[src/rtl/pause_flow_ctl.sv]
module pause_flow_ctl #(
  parameter int QW            = 16,
  parameter int CYC_PER_Q     = 8,
  parameter int TX_QUANTA_RST = 'hF000
) (
  input  logic          clk,
  input  logic          rst_n,
  input  logic          cfg_ignore,
  input  logic          cfg_forward,
  input  logic          cfg_cmd_all,
  input  logic [QW-1:0] cfg_tx_quanta,
  input  logic          ctl_valid,
  input  logic          ctl_is_pause,
  input  logic          ctl_is_cmd,
  input  logic [QW-1:0] ctl_quanta,
  input  logic          tx_in_frame,
  output logic          tx_hold,
  output logic          tx_data_ok,
  output logic          rx_forward,
  output logic          rx_drop,
  input  logic          pause_trig,
  output logic          pause_req,
  output logic [QW-1:0] pause_quanta,
  input  logic          pause_ack
);
  localparam int CW = QW + $clog2(CYC_PER_Q);

  logic [CW-1:0] cnt_q, cnt_d;
  logic          hold_d, fwd_d, drop_d, take;

  assign take = ctl_valid && ctl_is_pause && !cfg_ignore;

  always_comb begin
    if (take)
      cnt_d = CW'(ctl_quanta) * CW'(CYC_PER_Q);
    else if (cnt_q != '0)
      cnt_d = cnt_q - CW'(1);
    else
      cnt_d = cnt_q;
  end

  assign hold_d = (cnt_d != '0) && (tx_hold || !tx_in_frame);
  assign fwd_d  = ctl_valid && (ctl_is_pause ? cfg_forward : (ctl_is_cmd && cfg_cmd_all));
  assign drop_d = ctl_valid && (ctl_is_pause ? !cfg_forward : (ctl_is_cmd && !cfg_cmd_all));

  always_ff @(posedge clk) begin
    if (!rst_n) begin
      cnt_q        <= '0;
      tx_hold      <= 1'b0;
      rx_forward   <= 1'b0;
      rx_drop      <= 1'b0;
      pause_req    <= 1'b0;
      pause_quanta <= QW'(TX_QUANTA_RST);
    end else begin
      cnt_q      <= cnt_d;
      tx_hold    <= hold_d;
      rx_forward <= fwd_d;
      rx_drop    <= drop_d;
      if (pause_trig) begin
        pause_req    <= 1'b1;
        pause_quanta <= cfg_tx_quanta;
      end else if (pause_ack) begin
        pause_req    <= 1'b0;
      end
    end
  end

  assign tx_data_ok = !tx_hold && !pause_req;


  fwd_drop_excl_chk: assert property (@(posedge clk) disable iff (!rst_n)
    !(rx_forward && rx_drop));


  hold_boundary_chk: assert property (@(posedge clk) disable iff (!rst_n)
    $rose(tx_hold) |-> !$past(tx_in_frame));


  ignore_no_hold_chk: assert property (@(posedge clk) disable iff (!rst_n)
    (ctl_valid && ctl_is_pause && cfg_ignore && cnt_q == '0) |=> !tx_hold);


  zero_release_chk: assert property (@(posedge clk) disable iff (!rst_n)
    (ctl_valid && ctl_is_pause && !cfg_ignore && ctl_quanta == '0) |=> !tx_hold);


  cmd_reject_chk: assert property (@(posedge clk) disable iff (!rst_n)
    (ctl_valid && !ctl_is_pause && ctl_is_cmd && !cfg_cmd_all) |=> (rx_drop && !rx_forward));


  req_pending_chk: assert property (@(posedge clk) disable iff (!rst_n)
    (pause_req && !pause_ack) |=> (pause_req && $stable(pause_quanta)) || $past(pause_trig));


  req_blocks_data_chk: assert property (@(posedge clk) disable iff (!rst_n)
    $rose(pause_req) |-> !tx_data_ok);
endmodule

[config.mk]
export PLATFORM = sky130hd
export DESIGN_NAME = pause_flow_ctl
export DESIGN_NICKNAME = d
export VERILOG_FILES = /design/src/rtl/pause_flow_ctl.sv
export SDC_FILE = /design/constraint.sdc
export NUM_CORES = 1
export LEC_CHECK = 0
export ABC_CLOCK_PERIOD_IN_PS = 2500
export BUFFER_PORTS_ARGS = -buffer_cell sky130_fd_sc_hd__buf_2
export CORE_AREA = 5 5 73 75
export CTS_CLUSTER_DIAMETER = 100
export CTS_CLUSTER_SIZE = 10
export DETAILED_ROUTE_END_ITERATION = 10
export DIE_AREA = 0 0 78 80
export PLACE_DENSITY = 0.74
export SKIP_CTS_REPAIR_TIMING = 1
export SYNTH_ARGS = -nofsm -noshare
export SYNTH_HDL_FRONTEND = slang
export SYNTH_SLANG_ARGS = --single-unit
[constraint.sdc]
create_clock -name clk -period 2.5 [get_ports clk]
set_clock_uncertainty 0.05 [all_clocks]
set_input_delay 0.625 -clock clk [delete_from_list [all_inputs] [get_ports clk]]
set_output_delay 0.625 -clock clk [all_outputs]
set_load 0.02 [all_outputs]
==> run_results.csv, run 1 <==
group,metric,value,unit
clocking,cts.path.max_buffers,2,
clocking,numClockSinks,39,
setup_path,regToRegSetupSlack,50,ps
grt,grt_start_max_net_pins,27,
grt,grt_residual_overflow,0,
clocking,clock_latency,300,ps
sta,worst_slew_pin_slew,606,ps
setup_path,cells_along_the_critical_path,"inv_2 > ha_4 > or4b_4 > nor3_4 > buf_6 > buf_4 > nand2_1 > o21ai_1 > o21ai_2 > nor4_2 > a31oi_1",
grt,vias_in_the_first_global_route,1850,
cells_and_area,layout.core_utilization,0.590,
die,die_h,80,µm
die,die_area,0.00624,mm²
synth,synth_area_per_cell,8.62,µm²
sta,finalHoldWorstSlack,431,ps
sta,min_period_over_period,0.981,
synth,post_synth_fa_ha_maj_area_fraction,0.00618,
synth,synth_top_family_by_area,"simple AND/OR/NAND/NOR gates",
pwr,combPwrFrac,0.542,
pwr,clock_power_share,0.177,
pwr,vdd_ir_drop_max,0.452,mV
cells_and_area,post_layout_nonfiller_instances,368,
routing,wl,5440,µm
place,dpl.hpwl,3950,µm
sta,drv_slew,0,
routing,wl_met1,2340,µm
synth,synth.yosys.warnings,0,
routing,detail_route.iter0.violations,249,
routing,vias,1987,
cells_and_area,nets,357,
clocking,htree_num_levels,2,
routing,detailroute.wirelength.met3,362,µm
die,dieWidth,78,µm
pwr,power.share.switching,0.394,
routing,detail_route.drc_violations,0,
synth,synth_edf_count,0,
pwr,power.internal,1930,µW
place,finalWeightedCongestion,0.902,
synth,ys_async_sr_fraction,0,
sta,timing.final.setup_violations,0,
die,num_io_pins,64,
pwr,seq_power_share,0.281,
setup_path,path_class,"flip-flop to flip-flop",
routing,detail_route.vias_per_cell,5.40,
clocking,clk_pin_slew_worst_paths,80,ps
setup_path,setup.worst_path.end_class,"flip-flop",
sta,timing.setup.tns,0,ps
grt,grt.total_usage,0.168,
die,design.core.area,0.00460,mm²
synth,postSynthNetCount,279,
setup_path,max_stage_delay,500,ps
routing,routed.top_layer,"met4",
cells_and_area,diodes,0,
synth,synthesis.instances,235,
min_path,timing.hold.worst.class,"flip-flop to flip-flop",
synth,ff_latch_count_synth,39,
pwr,power.total,3190,µW
synth,syn_area,0.00203,mm²
clocking,numCtsBuffers,5,
synth,synthSimpleGateAreaFrac,0.305,
synth,synthXorXnorAreaFrac,0.0259,
die,floorplan.initialDensity,0.441,
setup_path,timing.critical_path.arrival,2580,ps
run_status,status,"complete, no violations",
place,placedCellCount,357,
routing,drt_pre_antenna_iters,4,
sta,finalWorstPathRequiredPeriod,2450,ps
setup_path,required,2630,ps
place,placement.io_buffers,63,
clocking,ctsRootBufferMaster,"sky130_fd_sc_hd__clkbuf_8",
sta,max_freq,408,MHz
sta,max-slew-margin-rel,0.596,
run,drv.max_cap_violation_count,0,
setup_path,timing.critical_path.fanout_max,4,
synth,synth_flop_cell,"sky130_fd_sc_hd__dfxtp_1",
grt,antenna_violations_before_repair,0,
routing,final_antenna_net_count,0,
setup_path,cp_slowest_cell,"sky130_fd_sc_hd__or4b_4",
synth,netlist-cell-type-count,53,
pwr,power.density_cell_area,1170,mW/mm²
cells_and_area,drive_above_1_share,0.382,
synth,area_fraction_in_compound_gates_after_synthesis,0.128,
pwr,netSwitchingPower,1260,µW
setup_path,worst_setup_path_start_kind,"flip-flop",
synth,yosysSeqAreaShare,0.385,
sta,final_hold_viol_count,0,
synth,muxShareOfSynthArea,0.0994,
die,core.rowCount,25,
pwr,total_leakage_power,0.00124,µW
routing,detailroute.wirelength.met2,2640,µm
clocking,tritoncts_clock_tree,"done",
routing,drt-wirelength-per-cell,14.8,µm
grt,grt_first_pass_wirelength,8480,µm
cells_and_area,areaGrowthSynthToFinish,34.0,%
==> power by group through the flow <==
stage / combinational [µW] / sequential (µW) / clock [µW]
4_1_cts: 1440 / 866 / 577
3_5_place_dp: 1430 / 880 / 0
3_3_place_gp: 1420 / 877 / 0
5_1_grt: 1890 / 919 / 598
2_1_floorplan: 941 / 878 / 0
6_report: 1730 / 897 / 565
==> cell usage after synthesis, types with 2 or more instances <==
master / instances / area, µm²
sky130_fd_sc_hd__dfxtp_1: 39 / 781
sky130_fd_sc_hd__nand2_1: 22 / 82.6
sky130_fd_sc_hd__nor2_1: 20 / 75.1
sky130_fd_sc_hd__mux2i_1: 19 / 190
sky130_fd_sc_hd__nor2b_1: 18 / 113
sky130_fd_sc_hd__a21oi_1: 11 / 55.1
sky130_fd_sc_hd__o21ai_0: 11 / 55.1
sky130_fd_sc_hd__and2_1: 8 / 50.1
sky130_fd_sc_hd__nor3_1: 7 / 35.0
sky130_fd_sc_hd__xnor2_1: 6 / 52.6
sky130_fd_sc_hd__clkbuf_1: 5 / 18.8
sky130_fd_sc_hd__inv_1: 5 / 18.8
sky130_fd_sc_hd__nor4_1: 5 / 31.3
sky130_fd_sc_hd__or4_1: 5 / 37.5
sky130_fd_sc_hd__a211oi_1: 4 / 30.0
sky130_fd_sc_hd__nand3_1: 4 / 20.0
sky130_fd_sc_hd__or3_1: 4 / 25.0
sky130_fd_sc_hd__a31oi_1: 3 / 18.8
sky130_fd_sc_hd__and3_1: 2 / 12.5
sky130_fd_sc_hd__nand3b_1: 2 / 15.0
sky130_fd_sc_hd__nand4_1: 2 / 12.5
sky130_fd_sc_hd__or3_2: 2 / 15.0
==> logic make-up (layout without fill, tap and decap cells) <==
logic type | count (synthesis) | count (layout)
AOI/OAI and AO/OA | 41 | 41
DFF | 39 | 39
muxes | 20 | 20
and+or+nand+nor | 112 | 112
adders and majority gates | 1 | 1
buffers and inverters | 16 | 95
xor gates and xnor gates | 6 | 6
==> metal layers <==
layer | vias to the layer above | track usage
met3 | 12 | 0.0474
met2 | 78 | 0.272
met5 | - | 0
li1 | 997 | -
met1 | 900 | 0.217
met4 | 0 | 0.0507
==> stage by stage <==
step | worst slack, ps | area [µm²]
after floorplan | 147 | 2030
after global placement | 36.4 | 2460
after detailed placement | -28.0 | 2460
after CTS | -30.7 | 2580
after global routing | -86.9 | 2720
final | 47.4 | 2720
==> state kept, by name, summed over array words and instances (netlist names) <==
register / cells
cnt_q: 19
pause_quanta: 16
pause_req: 1
rx_drop: 1
rx_forward: 1
tx_hold: 1
==> worst max-delay path: cells and delay by family (launching register included) <==
| kind | cells | cell delay (ps) |
|---|---|---|
| AND/OR/NAND/NOR | 4 | 1130 |
| AO/OA/AOI/OAI | 3 | 380 |
| flip-flops | 1 | 340 |
| buffers and inverters | 3 | 300 |
| adder cells (fa/ha/maj) | 1 | 140 |
==> layout by cell type (no fill, tap or decap), types with 3 or more instances in the layout <==
master / count
sky130_fd_sc_hd__nor4_2: 3
sky130_fd_sc_hd__a31oi_1: 3
sky130_fd_sc_hd__buf_2: 63
sky130_fd_sc_hd__mux2i_1: 19
sky130_fd_sc_hd__nand2_1: 22
sky130_fd_sc_hd__nor2_1: 19
sky130_fd_sc_hd__or4_4: 3
sky130_fd_sc_hd__inv_1: 3
sky130_fd_sc_hd__nor2b_1: 18
sky130_fd_sc_hd__xnor2_1: 6
sky130_fd_sc_hd__or3_1: 4
sky130_fd_sc_hd__o21ai_0: 9
sky130_fd_sc_hd__nand3_1: 3
sky130_fd_sc_hd__buf_4: 17
sky130_fd_sc_hd__a21oi_1: 11
sky130_fd_sc_hd__clkbuf_8: 6
sky130_fd_sc_hd__dfxtp_1: 37
sky130_fd_sc_hd__nor3_1: 5
sky130_fd_sc_hd__a211oi_1: 3
sky130_fd_sc_hd__and2_1: 8
==> final timing paths <==
kind / startpoint / end / depth (start not counted)
setup / recovery: cnt_q[1] / tx_hold / 11
hold / removal: pause_quanta[15] / pause_quanta[15] / 2
setup reg to reg: cnt_q[1] / tx_hold / 11
hold reg to reg: pause_quanta[15] / pause_quanta[15] / 2
==> layout make-up <==
type                       count  area, µm²
inverter                       5       18.8
clock inverter                 2       38.8
timing repair buffer          82        474
multi-input combinational    180       1250
sequential                    39        783
fill                         390       1880
clock buffer                   6       82.6
tap                           54       67.6
(Power assumes the default switching activity.)
==> run 2, diff against run 1 <==
--- a/config.mk
+++ b/config.mk
@@ -14,2 +14,3 @@
 export DIE_AREA = 0 0 78 80
+export GPL_ROUTABILITY_DRIVEN = 0
 export PLACE_DENSITY = 0.74
==> constraint.sdc (replaced) <==
create_clock -name clk -period 2.5 [get_ports clk]
set_clock_uncertainty 0.05 [all_clocks]
set_input_delay 0.125 -clock clk [delete_from_list [all_inputs] [get_ports clk]]
set_output_delay 0.125 -clock clk [all_outputs]
set_load 0.02 [all_outputs]
==> run 2 against run 1 <==
  * The flow now finishes with violations (hold timing)
  * Wire length shrank 3.0%
  * First-iteration DRC count shrank 45%
  * Power shrank 11%
  * Critical path type unchanged
  * Die area is the same
  * Cell area shrank 5.4%
  * Highest routed layer unchanged
  * Sequential share of layout area grew 1.6 points
  * Flip-flop and latch count is the same
  * Count of clock-buffer cells in the layout shrank 1
  * Critical endpoint unchanged
==> run_results.csv, run 2 (same netlist as run 1, synthesis figures left out) <==
group,metric,value,unit
run_status,status,"finished with violations",
cells_and_area,layout_commonest_cell,"sky130_fd_sc_hd__buf_2",
cells_and_area,final_area,0.00257,mm²
place,dpl.hpwl,3900,µm
cells_and_area,layout.core_utilization,0.558,
routing,detail_route.drc_violations,0,
setup_path,setup.worst_path.end_class,"flip-flop",
sta,finalHoldWorstSlack,-2.71,ps
grt,grt_residual_overflow,0,
clocking,clock_latency,290,ps
grt,grt.total_usage,0.168,
die,floorplan.initialDensity,0.441,
place,placement.io_buffers,63,
clocking,tritoncts_clock_tree,"done",
sta,final_worst_slack,133,ps
pwr,total_leakage_power,0.00117,µW
cells_and_area,top_register,"cnt_q",
setup_path,timing.critical_path.arrival,2490,ps
place,cell_area_after_placement,0.00242,mm²
setup_path,required,2630,ps
sta,max-slew-margin-rel,0.599,
run,drv.max_cap_violation_count,0,
cells_and_area,diodes,0,
die,dieWidth,78,µm
die,die_area,0.00624,mm²
cells_and_area,areaGrowthSynthToFinish,26.7,%
pwr,power.share.switching,0.414,
die,die_h,80,µm
clocking,cts.path.max_buffers,2,
sta,finalWorstPathRequiredPeriod,2370,ps
die,num_io_pins,64,
routing,detail_route.iter0.violations,138,
cells_and_area,layout_common_cells,"63 x sky130_fd_sc_hd__buf_2, 39 x sky130_fd_sc_hd__dfxtp_1, 22 x sky130_fd_sc_hd__nand2_1",
run_status,failing_checks,"hold timing",
sta,max_freq,423,MHz
cells_and_area,nets,351,
die,design.core.area,0.00460,mm²
routing,final_antenna_net_count,0,
pwr,power.density_cell_area,1110,mW/mm²
sta,final_hold_viol_count,1,
routing,detail_route.vias_per_cell,5.43,
pwr,power.internal,1670,µW
setup_path,timing.critical_path.fanout_max,4,
grt,antenna_violations_before_repair,0,
routing,drt-wirelength-per-cell,14.6,µm
pwr,seq_power_share,0.309,
sta,worst_slew_pin_slew,602,ps
setup_path,path_class,"flip-flop to flip-flop",
grt,vias_in_the_first_global_route,1901,
cells_and_area,layout.filler_cells,423,
min_path,timing.hold.worst.class,"primary input to flip-flop",
clocking,numClockSinks,39,
cells_and_area,top_regs,"cnt_q x19, pause_quanta x16",
die,core.rowCount,25,
grt,grt_start_max_net_pins,37,
cells_and_area,largest_register_ff_count,19,
pwr,vdd_ir_drop_max,0.391,mV
sta,drv_slew,0,
clocking,clk_pin_slew_worst_paths,90,ps
sta,timing.final.setup_violations,0,
grt,grt_first_pass_wirelength,8590,µm
clocking,htree_num_levels,2,
place,placement.setup.worst_slack,34.8,ps
clocking,numCtsBuffers,5,
sta,min_period_over_period,0.947,
routing,wl,5280,µm
routing,drt_pre_antenna_iters,4,
pwr,netSwitchingPower,1180,µW
pwr,combPwrFrac,0.541,
cells_and_area,drive_above_1_share,0.334,
routing,vias,1966,
setup_path,worst_setup_path_start_kind,"flip-flop",
pwr,clock_power_share,0.150,
clocking,ctsRootBufferMaster,"sky130_fd_sc_hd__clkbuf_8",
-- run 2: cell count changes in the layout (fill, tap and decap cells not counted), moves of 2 or more --
cell	before	now
sky130_fd_sc_hd__or4_4	3	1
sky130_fd_sc_hd__o21ai_0	9	11
sky130_fd_sc_hd__dfxtp_1	37	39
sky130_fd_sc_hd__clkinvlp_4	0	2
sky130_fd_sc_hd__or4_1	2	4
sky130_fd_sc_hd__inv_1	3	5
sky130_fd_sc_hd__buf_4	17	13
sky130_fd_sc_hd__inv_2	2	0
sky130_fd_sc_hd__dfxtp_2	2	0
-- run 2: power groups by stage --
| stage | clock network [µW] | logic [µW] | registers, µW |
|---|---|---|---|
| 3_5_place_dp | 0 | 1410 | 881 |
| 2_1_floorplan | 0 | 941 | 878 |
| 3_3_place_gp | 0 | 1390 | 883 |
| 6_report | 426 | 1540 | 880 |
| 4_1_cts | 441 | 1410 | 870 |
| 5_1_grt | 466 | 1680 | 901 |
-- run 2: worst max-delay path, cell delays in order (launching register included) --
cell,delay (ps)
sky130_fd_sc_hd__dfxtp_1,330
sky130_fd_sc_hd__inv_1,60
sky130_fd_sc_hd__ha_2,200
sky130_fd_sc_hd__or2b_2,320
sky130_fd_sc_hd__nor4_2,320
sky130_fd_sc_hd__buf_4,180
sky130_fd_sc_hd__a21oi_1,80
sky130_fd_sc_hd__xnor2_1,150
sky130_fd_sc_hd__o21ai_0,140
sky130_fd_sc_hd__nor4_2,300
sky130_fd_sc_hd__a31oi_1,120
-- run 2: final cells by class --
cell class                      instances  area (µm²)  area share
Clock buffer                            5        68.8      0.0268
Clock inverter                          3        20.0     0.00780
Inverter                                5        18.8     0.00731
Multi-Input combinational cell        180        1200       0.467
Sequential cell                        39         781       0.304
Tap cell                               54        67.6      0.0263
Timing Repair Buffer                   76         413       0.161
-- run 2: worst paths after layout --
check | startpoint | end | slack [ps] | cells after the start
max | cnt_q[1] | tx_hold | 130 | 10
min | cfg_tx_quanta[14] | pause_quanta[14] | -3 | 3
max reg2reg | cnt_q[1] | tx_hold | 130 | 10
min reg2reg | pause_quanta[14] | pause_quanta[14] | 430 | 2
-- run 2: layer usage --
metal	vias to the layer above	routed length, µm	global-route usage
li1	974	-	-
met3	7	396	0.0485
met2	90	2500	0.270
met4	0	61	0.0574
met1	895	2330	0.214
met5	-	0	0
-- run 2: through the flow --
step                      hold WS, ps  setup TNS [ps]  std cells  total power [µW]
final                           -2.71               0        362              2850
after global routing             5.35          -0.697        362              3050
after CTS                       -11.2               0        362              2720
after detailed placement          299               0        354              2290
after global placement            289               0        354              2280
after floorplan                   200               0        235              1820
==> run 3, diff against run 2 <==
BUFFER_PORTS_ARGS = default   (was -buffer_cell sky130_fd_sc_hd__buf_2)
CORE_AREA = 5 5 70 72   (was 5 5 73 75)
DIE_AREA = 0 0 75 77   (was 0 0 78 80)
DONT_BUFFER_PORTS = 1   (was default)
PLACE_DENSITY = 0.66   (was 0.74)
==> run 3 against run 2 <==
  * The flow still finishes with violations (hold timing)
  * Wire length grew 9.0%
  * First-iteration DRC count grew 76%
  * Power grew 5.3%
  * Register-to-register slack lost 40 ps
  * Core utilization grew 5.8 points
  * Critical endpoint unchanged
  * Die area shrank 7.5%
  * Via count shrank 3.2%
==> run_results.csv, run 3 (same netlist as run 1, synthesis figures left out) <==
group,metric,value,unit
routing,final_antenna_net_count,0,
die,die_h,77,µm
min_path,timing.hold.worst.class,"primary input to flip-flop",
setup_path,timing.critical_path.fanout_max,8,
routing,detail_route.iter0.violations,243,
cells_and_area,areaGrowthSynthToFinish,28.9,%
place,dpl.hpwl,3720,µm
die,design.core.area,0.00423,mm²
die,floorplan.initialDensity,0.478,
cells_and_area,layout.filler_cells,370,
place,placedCellCount,291,
sta,finalHoldWorstSlack,-29.2,ps
grt,grt.total_usage,0.188,
routing,wl,5760,µm
pwr,power.density_cell_area,1150,mW/mm²
die,num_io_pins,64,
sta,max_freq,415,MHz
clocking,numCtsBuffers,5,
setup_path,cells_along_the_critical_path,"nor4_2 > buf_4 > nand3_1 > nor3_1 > xnor2_1 > o2111ai_1 > nor4_1 > a31oi_1",
clocking,numClockSinks,39,
setup_path,cp_slowest_cell,"sky130_fd_sc_hd__nor4_2",
setup_path,max_stage_delay,400,ps
grt,grt_start_max_net_pins,37,
die,dieWidth,75,µm
routing,detail_route.drc_violations,0,
clocking,tritoncts_clock_tree,"done",
clocking,htree_num_levels,2,
min_path,holdPathStages,2,
die,core.rowCount,24,
min_path,hold_path.startpoint,"cfg_tx_quanta[3]",
place,placement.setup.worst_slack,50.4,ps
routing,vias,1903,
die,die_area,0.00578,mm²
setup_path,critical_path_startpoint,"cnt_q[3]",
grt,grt_residual_overflow,0,
sta,final_worst_slack,90.8,ps
sta,finalWorstPathRequiredPeriod,2410,ps
cells_and_area,top_register,"cnt_q",
clocking,cts.path.max_buffers,2,
run_status,status,"finished with violations",
cells_and_area,largest_register_ff_count,19,
pwr,combPwrFrac,0.554,
grt,vias_in_the_first_global_route,1744,
pwr,netSwitchingPower,1240,µW
grt,antenna_violations_before_repair,0,
sta,drv_slew,0,
run_status,failing_checks,"hold timing",
place,cell_area_after_placement,0.00212,mm²
setup_path,worstRegToRegCells,8,
pwr,power.share.switching,0.413,
setup_path,top_delay_family_on_crit_path,"simple AND/OR/NAND/NOR gates",
cells_and_area,area.sequential,782,µm²
cells_and_area,drive_above_1_share,0.183,
cells_and_area,diodes,0,
clocking,clk_pin_slew_worst_paths,90,ps
setup_path,reg2reg_from,"cnt_q[3]",
sta,min_period_over_period,0.964,
grt,grt_first_pass_wirelength,8290,µm
setup_path,worst_setup_path_start_kind,"flip-flop",
sta,final_hold_viol_count,3,
setup_path,crit_cells,8,
cells_and_area,layout_commonest_cell,"sky130_fd_sc_hd__dfxtp_1",
cells_and_area,layout_common_cells,"38 x sky130_fd_sc_hd__dfxtp_1, 27 x sky130_fd_sc_hd__dlygate4sd3_1, 22 x sky130_fd_sc_hd__nand2_1",
run,drv.max_cap_violation_count,0,
setup_path,timing.critical_path.arrival,2540,ps
routing,detail_route.vias_per_cell,5.77,
pwr,total_leakage_power,0.00106,µW
routing,drt_pre_antenna_iters,4,
setup_path,critical_path_buf_inv_count,1,
pwr,clock_power_share,0.144,
cells_and_area,layout.core_utilization,0.617,
sta,worst_slew_pin_slew,676,ps
cells_and_area,post_layout_nonfiller_instances,330,
setup_path,path_class,"flip-flop to flip-flop",
cells_and_area,final_area,0.00261,mm²
setup_path,required,2630,ps
clocking,clock_latency,300,ps
sta,max-slew-margin-rel,0.550,
sta,timing.final.setup_violations,0,
clocking,ctsRootBufferMaster,"sky130_fd_sc_hd__clkbuf_8",
cells_and_area,top_regs,"cnt_q x19, pause_quanta x16",
pwr,power.internal,1760,µW
place,placement.io_buffers,0,
setup_path,setup.worst_path.end_class,"flip-flop",
cells_and_area,nets,321,
routing,drt-wirelength-per-cell,17.4,µm
cells_and_area,multi_input_area,0.00123,mm²
pwr,seq_power_share,0.302,
pwr,vdd_ir_drop_max,0.551,mV
[run 3: changes by cell type in the layout (fill, tap and decap cells not counted), sizes merged]
cell / before / now
buf: 76 / 19
dlygate4sd3: 0 / 27
[run 3: worst paths after layout]
check                          to  slack, ps
setup / recovery          tx_hold         90
hold / removal    pause_quanta[3]        -30
setup reg to reg          tx_hold         90
hold reg to reg          cnt_q[2]        530
[run 3: power groups by stage]
stage                     clock, µW  combinational (µW)  sequential (µW)
after floorplan                   0                 941              878
after global placement            0                1340              900
after detailed placement          0                1330              900
after CTS                       443                1340              888
after global routing            468                1800              918
final                           431                1660              907
[run 3: area by class of cell]
class | instances | share of cell area
multi-input cells | 180 | 0.470
flip-flops and latches | 39 | 0.299
clock buffers | 5 | 0.0264
inverters | 5 | 0.00719
clock inverters | 3 | 0.00767
repair buffers | 46 | 0.165
well taps | 52 | 0.0249
[run 3: layer usage]
layer  global-route usage  vias to the layer above  wire length [µm]
li1                     -                      914                 -
met1                0.231                      891              2380
met2                0.292                       84              2790
met3               0.0732                       14               449
met4               0.0694                        0               134
met5                    0                        -                 0
[run 3: per-stage QoR]
step / setup TNS (ps) / hold slack (ps) / total power (µW)
after floorplan: 0 / 200 / 1820
after global placement: 0 / 144 / 2240
after detailed placement: 0 / 151 / 2230
after CTS: 0 / -166 / 2670
after global routing: -47.0 / -11.3 / 3190
final: 0 / -29.2 / 3000
